$ cat src/rtl/bbd_pkg.sv
package bbd_pkg;
  // Which end of the address space carries the small erase blocks
  typedef enum logic {
    BOOT_BOTTOM = 1'b0,
    BOOT_TOP    = 1'b1
  } boot_side_e;
endpackage

$ cat src/rtl/bbd_index.sv
// Block numbering: the address above the parameter-block offset bits is split
// into a 32K slot number and a 4K sub-slot number; one slot is the parameter region.
module bbd_index
  import bbd_pkg::*;
#(
  parameter int         SLOT_W   = 6,
  parameter int         SUB_W    = 3,
  parameter int         IDX_W    = 7,
  parameter boot_side_e TOP_BOOT = BOOT_TOP
) (
  input  logic                    clk,
  input  logic                    rst_n,
  input  logic [SLOT_W+SUB_W-1:0] hi_addr_i,
  output logic [IDX_W-1:0]        idx_o,
  output logic                    is_param_o
);
  localparam int N_PARAM   = 1 << SUB_W;
  localparam int N_SLOT    = 1 << SLOT_W;
  localparam int N_BLK     = N_PARAM + N_SLOT - 1;
  localparam logic [SLOT_W-1:0] LAST_SLOT = SLOT_W'(N_SLOT - 1);

  logic [SLOT_W-1:0] slot;
  logic [SUB_W-1:0]  sub;
  assign slot = hi_addr_i[SLOT_W+SUB_W-1:SUB_W];
  assign sub  = hi_addr_i[SUB_W-1:0];

  // Bottom placement: slot 0 is the parameter region, numbers ascend with address
  function automatic logic [IDX_W-1:0] idx_bottom(input logic [SLOT_W-1:0] s,
                                                  input logic [SUB_W-1:0]  p);
    if (s == '0) return IDX_W'(p);
    return IDX_W'(N_PARAM - 1) + IDX_W'(s);
  endfunction

  // Top placement: last slot is the parameter region, numbers descend with address
  function automatic logic [IDX_W-1:0] idx_top(input logic [SLOT_W-1:0] s,
                                               input logic [SUB_W-1:0]  p);
    if (s == LAST_SLOT) return IDX_W'(N_PARAM - 1) - IDX_W'(p);
    return IDX_W'(N_PARAM) + IDX_W'(LAST_SLOT - 1'b1 - s);
  endfunction

  generate
    if (TOP_BOOT == BOOT_TOP) begin : g_top
      assign is_param_o = (slot == LAST_SLOT);
      assign idx_o      = idx_top(slot, sub);
    end else begin : g_bot
      assign is_param_o = (slot == '0);
      assign idx_o      = idx_bottom(slot, sub);
    end
  endgenerate

  AST_IDX_RANGE: assert property (@(posedge clk) disable iff (!rst_n)
    idx_o < IDX_W'(N_BLK));

  AST_PARAM_LOW_IDX: assert property (@(posedge clk) disable iff (!rst_n)
    is_param_o == (idx_o < IDX_W'(N_PARAM)));
endmodule

$ cat src/rtl/bbd_base.sv
// Base address of the decoded block: clear the offset bits for its size
module bbd_base #(
  parameter int ADDR_W  = 21,
  parameter int PARAM_W = 12,
  parameter int MAIN_W  = 15
) (
  input  logic [ADDR_W-1:0] addr_i,
  input  logic              is_param_i,
  output logic [ADDR_W-1:0] base_o
);
  function automatic logic [ADDR_W-1:0] align_down(input logic [ADDR_W-1:0] a,
                                                   input int lg);
    logic [ADDR_W-1:0] mask;
    mask = '1;
    mask = mask << lg;
    return a & mask;
  endfunction

  assign base_o = is_param_i ? align_down(addr_i, PARAM_W)
                             : align_down(addr_i, MAIN_W);
endmodule

$ cat src/rtl/bbd_guard.sv
// Write-permission decision with the captured voltage-lockout flag
module bbd_guard #(
  parameter int IDX_W    = 7,
  parameter int LOCK_CNT = 2
) (
  input  logic             clk,
  input  logic             rst_n,
  input  logic             vpp_ok_i,
  input  logic             op_start_i,
  input  logic             wp_n_i,
  input  logic [IDX_W-1:0] idx_i,
  output logic             vpp_q_o,
  output logic             lockable_o,
  output logic             wr_allow_o
);
  logic vpp_q;

  always_ff @(posedge clk or negedge rst_n) begin
    if (!rst_n)          vpp_q <= 1'b0;
    else if (op_start_i) vpp_q <= vpp_ok_i;
  end

  assign vpp_q_o    = vpp_q;
  assign lockable_o = (idx_i < IDX_W'(LOCK_CNT));
  assign wr_allow_o = vpp_q & ~(lockable_o & ~wp_n_i);

  AST_VPP_LOAD: assert property (@(posedge clk) disable iff (!rst_n)
    op_start_i |=> (vpp_q == $past(vpp_ok_i)));

  AST_VPP_HOLD: assert property (@(posedge clk) disable iff (!rst_n)
    !op_start_i |=> $stable(vpp_q));
endmodule

$ cat src/rtl/bbd_decoder.sv
module bbd_decoder
  import bbd_pkg::*;
#(
  parameter int         ADDR_W   = 21,
  parameter int         PARAM_W  = 12,
  parameter int         MAIN_W   = 15,
  parameter int         LOCK_CNT = 2,
  parameter boot_side_e TOP_BOOT = BOOT_TOP
) (
  input  logic              clk,
  input  logic              rst_n,
  input  logic [ADDR_W-1:0] addr_i,
  input  logic              wp_n_i,
  input  logic              vpp_ok_i,
  input  logic              op_start_i,
  output logic [6:0]        blk_idx_o,
  output logic [ADDR_W-1:0] blk_base_o,
  output logic              blk_param_o,
  output logic              wr_allow_o
);
  // The parameter region is assumed to fill exactly one main-block slot
  localparam int SUB_W  = MAIN_W - PARAM_W;
  localparam int SLOT_W = ADDR_W - MAIN_W;
  localparam int N_BLK  = (1 << SUB_W) + (1 << SLOT_W) - 1;
  localparam int IDX_W  = $clog2(N_BLK);
  localparam logic [ADDR_W-1:0] PSIZE = ADDR_W'(1) << PARAM_W;
  localparam logic [ADDR_W-1:0] MSIZE = ADDR_W'(1) << MAIN_W;

  logic [IDX_W-1:0]  map_idx;
  logic              map_is_param;
  logic [ADDR_W-1:0] map_base;
  logic              grd_vpp_q;
  logic              grd_lockable;
  logic              grd_allow;

  bbd_index #(
    .SLOT_W(SLOT_W), .SUB_W(SUB_W), .IDX_W(IDX_W), .TOP_BOOT(TOP_BOOT)
  ) u_index (
    .clk        (clk),
    .rst_n      (rst_n),
    .hi_addr_i  (addr_i[ADDR_W-1:PARAM_W]),
    .idx_o      (map_idx),
    .is_param_o (map_is_param)
  );

  bbd_base #(
    .ADDR_W(ADDR_W), .PARAM_W(PARAM_W), .MAIN_W(MAIN_W)
  ) u_base (
    .addr_i     (addr_i),
    .is_param_i (map_is_param),
    .base_o     (map_base)
  );

  bbd_guard #(
    .IDX_W(IDX_W), .LOCK_CNT(LOCK_CNT)
  ) u_guard (
    .clk        (clk),
    .rst_n      (rst_n),
    .vpp_ok_i   (vpp_ok_i),
    .op_start_i (op_start_i),
    .wp_n_i     (wp_n_i),
    .idx_i      (map_idx),
    .vpp_q_o    (grd_vpp_q),
    .lockable_o (grd_lockable),
    .wr_allow_o (grd_allow)
  );

  assign blk_idx_o   = 7'(map_idx);
  assign blk_param_o = map_is_param;
  assign blk_base_o  = map_base;
  assign wr_allow_o  = grd_allow;

  AST_BASE_WITHIN: assert property (@(posedge clk) disable iff (!rst_n)
    (addr_i >= blk_base_o) &&
    ((addr_i - blk_base_o) < (blk_param_o ? PSIZE : MSIZE)));

  AST_LOCKOUT_ALL: assert property (@(posedge clk) disable iff (!rst_n)
    !grd_vpp_q |-> !wr_allow_o);

  AST_MAIN_OPEN: assert property (@(posedge clk) disable iff (!rst_n)
    (grd_vpp_q && !grd_lockable) |-> wr_allow_o);
endmodule

$ cat config.mk
export PLATFORM = sky130hd
export DESIGN_NAME = bbd_decoder
export DESIGN_NICKNAME = d
export VERILOG_FILES = /design/src/rtl/bbd_pkg.sv /design/src/rtl/bbd_index.sv /design/src/rtl/bbd_base.sv /design/src/rtl/bbd_guard.sv /design/src/rtl/bbd_decoder.sv
export SDC_FILE = /design/constraint.sdc
export NUM_CORES = 1
export LEC_CHECK = 0
export ABC_AREA = 1
export BUFFER_PORTS_ARGS = -buffer_cell sky130_fd_sc_hd__buf_4
export CAP_MARGIN = 0
export CORE_MARGIN = 8
export CORE_UTILIZATION = 31
export CTS_BUF_LIST = sky130_fd_sc_hd__clkbuf_16
export DETAILED_ROUTE_END_ITERATION = 6
export GPL_TIMING_DRIVEN = 0
export PLACE_DENSITY_LB_ADDON = 0.1
export SLEW_MARGIN = 0
export SYNTH_ARGS = -nofsm -noshare
export SYNTH_HDL_FRONTEND = slang
export SYNTH_SLANG_ARGS = --single-unit
$ cat constraint.sdc
create_clock -name clk -period 1.18 [get_ports clk]
set_clock_uncertainty 0.1 [all_clocks]
set_input_delay 0.118 -clock clk [delete_from_list [all_inputs] [get_ports clk]]
set_output_delay 0.118 -clock clk [all_outputs]
set_load 0.1 [all_outputs]
==> results of run 1 <==
-- kinds of logic after synthesis --
logic type / Yosys count / share of synthesized area
buf+inv: 32 / 0.4274
simple gates: 30 / 0.3846
mux: 1 / 0.02564
other cells: 1 / 0.008539
xor+xnor: 1 / 0.01995
compound gates: 3 / 0.04843
fa+ha+maj: 1 / 0.02849
flops: 1 / 0.05697
-- Yosys cell counts --
| master | instances |
|---|---|
| buf_4 | 18 |
| inv_1 | 14 |
| nand2_1 | 11 |
| nor2_1 | 6 |
| nand3_1 | 5 |
| nand4_1 | 3 |
| a21oi_2 | 1 |
| conb_1 | 1 |
| dfrtp_1 | 1 |
| ha_1 | 1 |
| mux2_2 | 1 |
| nand2_2 | 1 |
| nand2_4 | 1 |
| nand3_4 | 1 |
| nor2_2 | 1 |
| nor2_8 | 1 |
| o21ai_0 | 1 |
| o21bai_1 | 1 |
| xnor2_1 | 1 |
-- metal layers --
metal  vias up  part of all wire  wire, µm  GRT usage
li1        287                 -         -          -
met1       236              0.32       502     0.1005
met2        24              0.58       927     0.2188
met3         2             0.092       146    0.01653
met4         0            0.0094        15          0
met5         -                 0         0          0
-- what timing repair did --
| action | in CTS | in global routing |
|---|---|---|
| resized for setup | 43 | 9 |
| setup buffers | 4 | 3 |
| pin swaps | 11 | 8 |
| hold buffers | 1 | 0 |
| hold endpoints to repair | 1 | 0 |
| setup endpoints to repair | 11 | 12 |
-- stage by stage --
| stage | setup slack, ns | instance area (µm²) | utilization |
|---|---|---|---|
| detailed placement | -0.4668 | 787.0 | 0.5973 |
| global placement | -0.4628 | 787.0 | 0.5973 |
| finish | -0.2925 | 1060 | 0.8044 |
| global route | -0.3897 | 1060 | 0.8044 |
| floorplan | -0.6718 | 535.5 | - |
| CTS | -0.2885 | 1002 | 0.7607 |
-- final cells by class --
cell class,count,area (µm²)
fillers,93,257.7
flip-flops and latches,1,25.02
repair buffers,39,450.4
multi-input cells,48,360.3
well taps,15,18.77
plain buffers,18,135.1
inverters,14,70.07
-- worst max-delay path, cell delays in order --
cell        delay (ns)
buf_8             0.10
ha_4              0.17
nand2_8           0.11
inv_1             0.06
nand3_2           0.09
nand3_2           0.08
nor2_1            0.09
nand3_1           0.09
nand2_2           0.09
clkinvlp_4        0.09
buf_12            0.17
-- path summary, 6_finish.rpt --
path	startpoint	endpoint	slack, ns	cells past startpoint
setup / recovery	addr_i[15]	wr_allow_o	-0.29	11
hold / removal	vpp_ok_i	u_guard.vpp_q_o	0.26	2
setup reg to reg	u_guard.vpp_q_o	u_guard.vpp_q_o	0.33	1
hold reg to reg	u_guard.vpp_q_o	u_guard.vpp_q_o	0.42	1
max in group asynchronous	rst_n	u_guard.vpp_q_o	0.55	2
min in group asynchronous	rst_n	u_guard.vpp_q_o	0.35	2
-- power groups by stage --
stage | Clock, mW | Sequential [mW] | Combinational (mW)
2_1_floorplan | 0 | 0.0396 | 0.555
3_3_place_gp | 0 | 0.0397 | 0.665
3_5_place_dp | 0 | 0.0400 | 0.669
4_1_cts | 0 | 0.0407 | 0.757
5_1_grt | 0 | 0.0415 | 0.810
6_report | 0 | 0.0407 | 0.782
==> flow_metrics.env, run 1 <==
export IMPL_status="finished, violations left"
export IMPL_failed_checks="negative setup slack"
export IMPL_synthDistinctLibCells=19
export IMPL_via_count=549
export IMPL_p_per_area_mw_per_mm2=775.9
export IMPL_die_area_mm2=0.002877
export IMPL_power_clock_fraction=0
export IMPL_critPathLaunchType="primary input"
export IMPL_synthTopCellsByArea="buf_4 (31%), inv_1 (12%), nand2_1 (9.4%)"
export IMPL_rsz0062_at_grt="true"
export IMPL_drt_pass1_iterations=1
export IMPL_initial_core_util=0.3333
export IMPL_grt_max_degree=7
export IMPL_largest_reg_flops=1
export IMPL_path_clk_slew_ns=0
export IMPL_areaGrowthSynthToFinish_pct=141.3
export IMPL_fp_dieH_um=53.64
export IMPL_portBuffers=31
export IMPL_final_cell_mix="buf_4 (41), conb_1 (12), buf_12 (10), nand2_1 (8), inv_1 (7)"
export IMPL_die_w_um=53.64
export IMPL_post_route_period_util=1.248
export IMPL_switchingPower_uw=551.6
export IMPL_drive_gt1_frac=0.6833
export IMPL_io_pins=56
export IMPL_track_usage=0.1009
export IMPL_grt_pass1_wl_um=2318
export IMPL_final_common_cell="buf_4"
export IMPL_yosys_area_top_type="buf_4"
export IMPL_max_cap_viol_count=0
export IMPL_hold_class="primary input to flop"
export IMPL_insertion_delay_ns=0
export IMPL_setup_viol=10
export IMPL_place_congestion=0.7172
export IMPL_dpl_hpwl_um=1214
export IMPL_pwr_share_seq=0.049
export IMPL_finalSetupTns_ns=-0.9700
export IMPL_synth_avg_cell_area_um2=6.274
export IMPL_worstPathRequired_ns=0.96
export IMPL_netlist_area_um2=439.2
export IMPL_grt_overflow=0
export IMPL_drt_total_wl_um=1593
export IMPL_power_internal_uw=270.6
export IMPL_fp_row_count=13
export IMPL_fin_nets=149
export IMPL_worstSetupEndpointType="primary output"
export IMPL_leakagePower_nw=0.5641
export IMPL_viasPerCell=4.067
export IMPL_post_route_drc_count=0
export IMPL_drt_iter0_markers=0
export IMPL_place_inst=127
export IMPL_seq_area_frac_synth=0.05698
export IMPL_switching_share=0.6709
export IMPL_core_mm2=0.001318
export IMPL_fin_cells=135
export IMPL_power_frac_comb=0.951
export IMPL_worstPathMaxFanout=6
export IMPL_grt_pass1_vias=553
export IMPL_synth_warnings=0
export IMPL_timing_final_ws_setup_ns=-0.2925
export IMPL_hold_violations=0
export IMPL_synth_seq_cells=1
export IMPL_fin_total_pwr_uw=822.3
export IMPL_ir_drop_mv=0.4545
export IMPL_antenna_found_initial=0
export IMPL_worstPathArrival_ns=1.25
export IMPL_clock_fmax_ghz=0.6791
export IMPL_period_minus_slack_ns=1.473
export IMPL_holdWs_ns=0.2574
export IMPL_ant_nets=0
export IMPL_antenna_cells=0
export IMPL_routedWlPerCell_um=11.80
export IMPL_report_final_slew_viol_count=0
export IMPL_synth_top_area_share=0.3077
export IMPL_path_class="primary input to primary output"
export IMPL_netlist_instances=70
Power figures use the tool's default switching activity.
==> run 2: changes to the inputs <==
--- a/config.mk
+++ b/config.mk
@@ -6,7 +6,7 @@
 export NUM_CORES = 1
 export LEC_CHECK = 0
 export ABC_AREA = 1
-export BUFFER_PORTS_ARGS = -buffer_cell sky130_fd_sc_hd__buf_4
+export BUFFER_PORTS_ARGS = -buffer_cell sky130_fd_sc_hd__buf_2
 export CAP_MARGIN = 0
 export CORE_MARGIN = 8
 export CORE_UTILIZATION = 31
==> flow_metrics.env, run 2 (synthesis results as in run 1) <==
export IMPL_routedWlPerCell_um=12.59
export IMPL_antenna_cells=0
export IMPL_clock_fmax_ghz=0.6763
export IMPL_grt_use_met2=0.2402
export IMPL_grt_overflow=0
export IMPL_antenna_found_initial=0
export IMPL_io_pins=56
export IMPL_via_count=571
export IMPL_finalSetupTns_ns=-1.167
export IMPL_die_w_um=53.64
export IMPL_worstPathRequired_ns=0.96
export IMPL_fp_dieH_um=53.64
export IMPL_drt_total_wl_um=1712
export IMPL_place_congestion=0.7112
export IMPL_worstPathArrival_ns=1.26
export IMPL_ir_drop_mv=0.4214
export IMPL_min_to="u_guard.vpp_q_o"
export IMPL_path_clk_slew_ns=0
export IMPL_grt_pass1_wl_um=2490
export IMPL_insertion_delay_ns=0
export IMPL_post_route_period_util=1.253
export IMPL_p_per_area_mw_per_mm2=785.2
export IMPL_ant_nets=0
export IMPL_r2r_start="u_guard.vpp_q_o"
export IMPL_hold_violations=0
export IMPL_hp_start="vpp_ok_i"
export IMPL_timing_rr_end="u_guard.vpp_q_o"
export IMPL_holdWs_ns=0.2697
export IMPL_track_usage=0.1103
export IMPL_critPathLaunchType="primary input"
export IMPL_die_area_mm2=0.002877
export IMPL_largest_reg_flops=1
export IMPL_portBuffers=31
export IMPL_reg2reg_depth=1
export IMPL_report_final_slew_viol_count=0
export IMPL_path_class="primary input to primary output"
export IMPL_drive_gt1_frac=0.7438
export IMPL_grtUsageMet3=0.01102
export IMPL_cp_startpoint="addr_i[15]"
export IMPL_grt_busiest_layer="met2"
export IMPL_r2r_slack_ns=0.31
export IMPL_final_common_cell="buf_4"
export IMPL_grt_pass1_vias=598
export IMPL_fillers=94
export IMPL_viasPerCell=4.199
export IMPL_hold_class="primary input to flop"
export IMPL_initial_core_util=0.3333
export IMPL_period_minus_slack_ns=1.479
export IMPL_areaGrowthSynthToFinish_pct=139.3
export IMPL_max_cap_viol_count=0
export IMPL_timing_final_ws_setup_ns=-0.2987
export IMPL_setup_viol=9
export IMPL_fin_nets=150
export IMPL_drt_pass1_iterations=4
export IMPL_failed_checks="negative setup slack"
export IMPL_post_route_drc_count=0
export IMPL_core_mm2=0.001318
export IMPL_leakagePower_nw=0.5599
export IMPL_grt_util_met1=0.09598
export IMPL_rsz0062_at_grt="true"
export IMPL_worstSetupEndpointType="primary output"
export IMPL_grt_max_degree=7
export IMPL_worstPathMaxFanout=6
export IMPL_drt_iter0_markers=6
export IMPL_final_cell_mix="buf_4 (24), buf_2 (16), conb_1 (12), buf_12 (11), nand2_2 (7)"
export IMPL_status="finished, violations left"
export IMPL_hold_depth=2
export IMPL_dpl_hpwl_um=1186
export IMPL_fp_row_count=13
## run 2: changes by cell type in the layout (fill, tap and decap cells not counted), sizes merged
cell	before	now
clkbuf	0	1
## run 2: how the worst max path moves through the flow
stage              endpoint  slack [ns]
2_1_floorplan  blk_idx_o[0]       -0.67
3_3_place_gp     wr_allow_o       -0.56
3_5_place_dp     wr_allow_o       -0.57
4_1_cts          wr_allow_o       -0.31
5_1_grt          wr_allow_o       -0.38
6_report         wr_allow_o       -0.30
## run 2: report_power, final
group	switching [mW]	leakage [nW]	internal (mW)	total [mW]
Combinational	0.558	0.548	0.227	0.784
Sequential	0.00257	0.0117	0.0384	0.0410
Clock	0	0	0	0
## run 2: timing repair
item / CTS / global route
buffers inserted: 6 / 2
gates resized for setup: 65 / 9
endpoints found under the hold margin: 1 / 0
setup endpoints to repair: 12 / 11
hold buffers: 1 / 0
pin swaps: 11 / 6
## run 2: metal layers
metal	wire length, µm	up-vias
li1	-	291
met1	520	250
met2	992	26
met3	138	4
met5	0	-
met4	60	0
## run 2: final cells by class
class,instances,area (µm²),area share
Sequential cell,1,25.02,0.02381
Tap cell,15,18.77,0.01786
Buffer,18,135.1,0.1286
Multi-Input combinational cell,48,377.9,0.3595
Inverter,14,67.56,0.06429
Timing Repair Buffer,40,426.7,0.4060
## run 2: worst max-delay path, cell delays in order
cell and delay [ns]:
buf_8 0.10, ha_4 0.17, nand2_8 0.10, nand3_2 0.07
nand2_2 0.08, nand3_2 0.07, nor2_1 0.11, nand3_1 0.09
nand2_2 0.08, clkinvlp_4 0.09, buf_12 0.17
## run 2: stage by stage
stage               std cells  utilization  setup slack [ns]  total power, mW  cell area (µm²)
floorplan                  81            -           -0.6718           0.5943            535.5
global placement          127       0.5385           -0.5565           0.6696            709.4
detailed placement        127       0.5385           -0.5672           0.6735            709.4
CTS                       134       0.7626           -0.3138           0.8015             1005
global route              136       0.7977           -0.3780           0.8499             1051
finish                    136       0.7977           -0.2987           0.8252             1051
